**src/rtl/serial_regport.sv**
```systemverilog
module serial_regport #(
  parameter int WORD_W  = 16,
  parameter int ADDR_W  = 5,
  parameter int N_CTRL  = 6,
  parameter int DIN_LO  = 6,
  localparam int CNT_W  = $clog2(WORD_W),
  localparam int FLAT_W = N_CTRL * WORD_W
) (
  input  logic              sclk,
  input  logic              rst_n,
  input  logic              sdi,
  input  logic              sfs,
  output logic [FLAT_W-1:0] ctrl_flat,
  output logic              din_stb,
  output logic              din_sel,
  output logic [WORD_W-1:0] din_data,
  output logic              rd_req,
  output logic [ADDR_W-1:0] rd_addr
);

  logic              busy;
  logic [CNT_W-1:0]  cnt;
  logic [WORD_W-2:0] shreg;
  logic              phase_data;
  logic              rw_q;
  logic [ADDR_W-1:0] addr_q;
  logic [WORD_W-1:0] ctrl_q [N_CTRL];

  wire              last      = busy && (cnt == CNT_W'(WORD_W - 1));
  wire [WORD_W-1:0] word      = {shreg, sdi};
  wire              wr_commit = last && phase_data && !rw_q;
  wire              din_hit   = (addr_q == ADDR_W'(DIN_LO)) || (addr_q == ADDR_W'(DIN_LO + 1));

  always_ff @(negedge sclk or negedge rst_n) begin
    if (!rst_n) begin
      busy       <= 1'b0;
      cnt        <= '0;
      shreg      <= '0;
      phase_data <= 1'b0;
      rw_q       <= 1'b0;
      addr_q     <= '0;
      din_stb    <= 1'b0;
      din_sel    <= 1'b0;
      din_data   <= '0;
      rd_req     <= 1'b0;
      rd_addr    <= '0;
    end else begin
      din_stb <= 1'b0;
      rd_req  <= 1'b0;
      if (!busy) begin
        busy <= sfs;
        cnt  <= '0;
      end else begin
        shreg <= word[WORD_W-2:0];
        cnt   <= cnt + 1'b1;
        if (last) begin
          busy       <= sfs;
          cnt        <= '0;
          phase_data <= !phase_data;
          if (!phase_data) begin
            rw_q   <= word[WORD_W-1];
            addr_q <= word[ADDR_W-1:0];
          end else if (rw_q) begin
            rd_req  <= 1'b1;
            rd_addr <= addr_q;
          end else if (din_hit) begin
            din_stb  <= 1'b1;
            din_sel  <= (addr_q != ADDR_W'(DIN_LO));
            din_data <= word;
          end
        end
      end
    end
  end

  for (genvar i = 0; i < N_CTRL; i++) begin : g_ctrl
    always_ff @(negedge sclk or negedge rst_n) begin
      if (!rst_n)
        ctrl_q[i] <= '0;
      else if (wr_commit && addr_q == ADDR_W'(i))
        ctrl_q[i] <= word;
    end
    assign ctrl_flat[i*WORD_W +: WORD_W] = ctrl_q[i];
  end

  AST_PHASE_TOGGLE: assert property (@(negedge sclk) disable iff (!rst_n)
    last |=> (phase_data != $past(phase_data)));
  AST_CTRL_HOLD: assert property (@(negedge sclk) disable iff (!rst_n)
    !wr_commit |=> $stable(ctrl_flat));
  AST_STB_SHORT: assert property (@(negedge sclk) disable iff (!rst_n)
    din_stb |=> !din_stb);
  AST_NO_DUAL_PULSE: assert property (@(negedge sclk) disable iff (!rst_n)
    !(din_stb && rd_req));
  AST_RD_SHORT: assert property (@(negedge sclk) disable iff (!rst_n)
    rd_req |=> !rd_req);
  AST_IDLE_UNTIL_SYNC: assert property (@(negedge sclk) disable iff (!rst_n)
    (!busy && !sfs) |=> !busy);

endmodule

```
**config.mk**
```make
export PLATFORM = sky130hd
export DESIGN_NAME = serial_regport
export DESIGN_NICKNAME = d
export VERILOG_FILES = /design/src/rtl/serial_regport.sv
export SDC_FILE = /design/constraint.sdc
export NUM_CORES = 1
export LEC_CHECK = 0
export BUFFER_PORTS_ARGS = -buffer_cell sky130_fd_sc_hd__buf_2
export CORE_UTILIZATION = 29
export CTS_CLUSTER_SIZE = 25
export DETAILED_ROUTE_END_ITERATION = 8
export GPL_ROUTABILITY_DRIVEN = 1
export PLACE_DENSITY = 0.53
export SKIP_CTS_REPAIR_TIMING = 1
export SYNTH_ARGS = -nofsm -noshare
export SYNTH_HDL_FRONTEND = slang
export SYNTH_SLANG_ARGS = --single-unit
export TNS_END_PERCENT = 10
```
**constraint.sdc**
```tcl
create_clock -name sclk -period 2 [get_ports sclk]
set_clock_uncertainty 0.05 [all_clocks]
set_input_delay 0.4 -clock sclk [delete_from_list [all_inputs] [get_ports sclk]]
set_output_delay 0.4 -clock sclk [all_outputs]
set_load 0.03 [all_outputs]
```
; Word-level counts from Yosys, hierarchy flattened
; Cells that the tools add are included.
[totals]
output_inout_bits = 120
input_bits = 4
register_bits = 147
[op_classes]
n_addsub = 1
n_bitwise = 2
mux = 13
eq_ne = 9
reduce_logical = 17
[op_table]
columns = op, n
row1 = 5-bit by 3-bit == test with 1-bit output (second input constant), 4
row2 = 1-bit two-way mux, 11
row3 = 5-bit by 2-bit == test with 1-bit output (second input constant), 2
row4 = 1-bit logical AND, 9
row5 = 4-bit two-way mux, 2
row6 = 5-bit by 1-bit == test with 1-bit output (second input constant), 1
row7 = 5-bit logical NOT, 1
row8 = 5-bit by 3-bit inequality test with 1-bit output (second input constant), 1
row9 = 5-bit AND reduction, 1
row10 = 4-bit by 1-bit adder with 4-bit output (second input constant), 1
row11 = 4-bit == test (second input constant), 1
row12 = 4-bit AND reduction, 1
row13 = 3-bit AND reduction, 1
row14 = 1-bit logical NOT, 2
row15 = 1-bit NOT, 2
row16 = 2-bit AND reduction, 1
row17 = 1-bit logical OR, 1

; Longest topological paths before layout
[depth]
depth_word = 7
ltp_mapped = 6
depth_no_buf = 4

==> flow_metrics.env <==
export IMPL_path_buf_inv=1
export IMPL_avgSynthCellArea_um2=16.78
export IMPL_wire_per_inst_um=18.78
export IMPL_arrival_ns=2.02
export IMPL_fp_dieArea_um2=19770
export IMPL_violations="setup timing"
export IMPL_max_vdd_ir_drop_mv=0.5744
export IMPL_routed_wl_mm=13.61
export IMPL_ys_seq_elements=147
export IMPL_first_pass_iters=4
export IMPL_grt_usage=0.1446
export IMPL_final_cell_mix="dfrtn_1 (147), mux2_2 (139), buf_6 (121)"
export IMPL_fin_area_um2=8009
export IMPL_synth_distinct_cells=24
export IMPL_rsz0062_at_grt="yes"
export IMPL_setup_ws_ns=-0.4663
export IMPL_cp_data_required_time_ns=1.55
export IMPL_yosys_warnings=0
export IMPL_grt_start_max_net_pins=44
export IMPL_syn_to_final_growth_pct=43.75
export IMPL_end_kind="output pin"
export IMPL_start_util=0.2969
export IMPL_synth_compound_area_frac=0.003144
export IMPL_cellPowerDensity_nw_per_um2=1113
export IMPL_tritoncts="built"
export IMPL_worst_hold_path_type="flip-flop to flip-flop"
export IMPL_syn_inst=332
export IMPL_yosysSeqAreaShare=0.6602
export IMPL_final_fill_count=1716
export IMPL_yosys_mux_area_fraction=0.2809
export IMPL_final_common_cell="dfrtn_1"
export IMPL_critPathSlowestCell="dfrtn_1"
export IMPL_max_slew_margin_rel=0.6912
export IMPL_final_nets=485
export IMPL_max_stage_delay_ns=0.47
export IMPL_syn_area_um2=5572
export IMPL_grt_pass1_vias=3526
export IMPL_slew_violations=0
export IMPL_antenna_left=0
export IMPL_worstSkewPairLatency_ns=0.39
export IMPL_dieHeight_um=140.6
export IMPL_regArea_um2=3679
export IMPL_grt_pass1_wl_mm=21.27
export IMPL_placed_cell_area_um2=6633
export IMPL_synthAdderAreaFrac=0.002246
export IMPL_numPortBuffers=123
export IMPL_antenna_found_initial=0
export IMPL_clk_root_buffer_cell="clkbuf_16"
export IMPL_core_area_um2=18770
export IMPL_met3_length_um=925
export IMPL_place_congestion=0.7235
export IMPL_met2_length_mm=6.465
export IMPL_viasPerCell=4.633
export IMPL_drive_gt1_frac=0.6599
export IMPL_h_tree_depth=4
export IMPL_multi_input_area_um2=1813
export IMPL_cp_cell_sequence="buf_6"
export IMPL_diodes=0
export IMPL_cpLargestDelayFamily="flip-flops"
export IMPL_cts_sinks=147
export IMPL_top_layer_used="met4"
export IMPL_synth_xor_xnor_area_share=0.003144
export IMPL_dpl_hpwl_mm=8.993
export IMPL_synthSimpleGateAreaFrac=0.03526
export IMPL_power_w=0.008913
export IMPL_drt_first_iter_violations=81
export IMPL_drv_cap=0
export IMPL_boundaryPins=124
export IMPL_p_leak_nw=4.111
export IMPL_grt_ovfl_total=0
export IMPL_synth_fp_nets=337
export IMPL_vias=3359
export IMPL_crit_path_max_fanout=2
export IMPL_die_w_um=140.6
export IMPL_cts_made_buffers=17
export IMPL_path_clk_slew_ns=0.04
export IMPL_ctsLongestPathBuffers=2
export IMPL_start_kind="flip-flop"
export IMPL_m1WireLength_mm=6.058
export IMPL_synth_top_family_by_area="multiplexers"
export IMPL_drc=0
export IMPL_tightest_slew_ns=0.4632
export IMPL_finalHoldViolCount=0
export IMPL_outcome="complete, but fails checks"
export IMPL_setup_viol=120
export IMPL_worst_setup_path_type="flip-flop to output pin"
export IMPL_num_rows=50
## layer usage
layer,GRT usage,vias to the layer above
li1,-,1481
met1,0.1893,1767
met2,0.2194,100
met3,0.05129,11
met4,0.05549,0
met5,0,-
## state kept, by name (all words and copies together) (netlist names)
name / flops
ctrl_flat: 96
din_data: 16
shreg: 15
addr_q: 5
rd_addr: 5
cnt: 4
busy: 1
din_sel: 1
din_stb: 1
phase_data: 1
rd_req: 1
rw_q: 1
## logic make-up (layout without fill, tap and decap cells)
| family | count (synthesis) | count (layout) |
|---|---|---|
| compound gates | 3 | 3 |
| xor+xnor | 2 | 2 |
| fa+ha+maj | 1 | 1 |
| buf+inv | 19 | 178 |
| flops | 147 | 147 |
| mux | 139 | 139 |
| simple gates | 21 | 21 |
## synth_stat cells, drive strengths merged
library cell  instances  share of area
dfrtn               147           0.66
mux2                139           0.28
buf                   9         0.0083
clkbuf                8         0.0054
nand4                 4         0.0090
nand4b                4         0.0097
nor2b                 3         0.0034
and2                  2         0.0022
inv                   2         0.0013
nor2                  2         0.0013
xor2                  2         0.0031
a21boi                1         0.0013
a21oi                 1        0.00090
and3                  1         0.0011
and4                  1         0.0016
ha                    1         0.0022
nand2                 1        0.00067
nand2b                1         0.0011
nand3                 1        0.00090
nor4b                 1         0.0043
o21ai                 1        0.00090
## report_power, final
part | leakage [nW] | total (W) | internal (W) | switching, W
combinational | 1.84 | 0.00146 | 0.000757 | 0.000699
sequential | 1.97 | 0.00409 | 0.00343 | 0.000658
clock | 0.301 | 0.00337 | 0.00217 | 0.00120
total | 4.11 | 0.00891 | 0.00636 | 0.00256
## per-stage QoR
stage	instances	setup TNS, ns	hold WS [ns]	utilization	worst slack (ns)
final	725	-48.77	0.4006	0.4267	-0.4663
after detailed placement	695	-5.153	0.3976	0.3534	-0.1067
after global placement	695	-4.569	0.3460	0.3534	-0.1200
after floorplan	332	0	0.3293	-	0.005766
after CTS	725	-55.33	0.3975	0.3867	-0.5298
after global routing	725	-53.14	0.4344	0.4267	-0.5155
## path summary, 6_finish.rpt
path / from / endpoint / cells after the start / slack [ns]
max: din_data[4]$_DFFE_NN0P_ / din_data[4] / 1 / -0.47
min: cnt[0]$_DFF_NN0_ / cnt[0]$_DFF_NN0_ / 1 / 0.40
max reg2reg: cnt[0]$_DFF_NN0_ / ctrl_flat[39]$_DFFE_NN0P_ / 6 / 0.14
min reg2reg: cnt[0]$_DFF_NN0_ / cnt[0]$_DFF_NN0_ / 1 / 0.40
max in group asynchronous: rst_n / din_data[9]$_DFFE_NN0P_ / 2 / 0.68
min in group asynchronous: rst_n / ctrl_flat[48]$_DFFE_NN0P_ / 1 / 0.68
## final cells by class
type	count	share of cell area
multi-input combinational	166	0.2264
tap	234	0.03656
clock inverter	9	0.01922
inverter	2	0.0009374
sequential	147	0.4593
clock buffer	21	0.05874
timing repair buffer	146	0.1989
No activity file was read; power rests on OpenSTA's default activity.
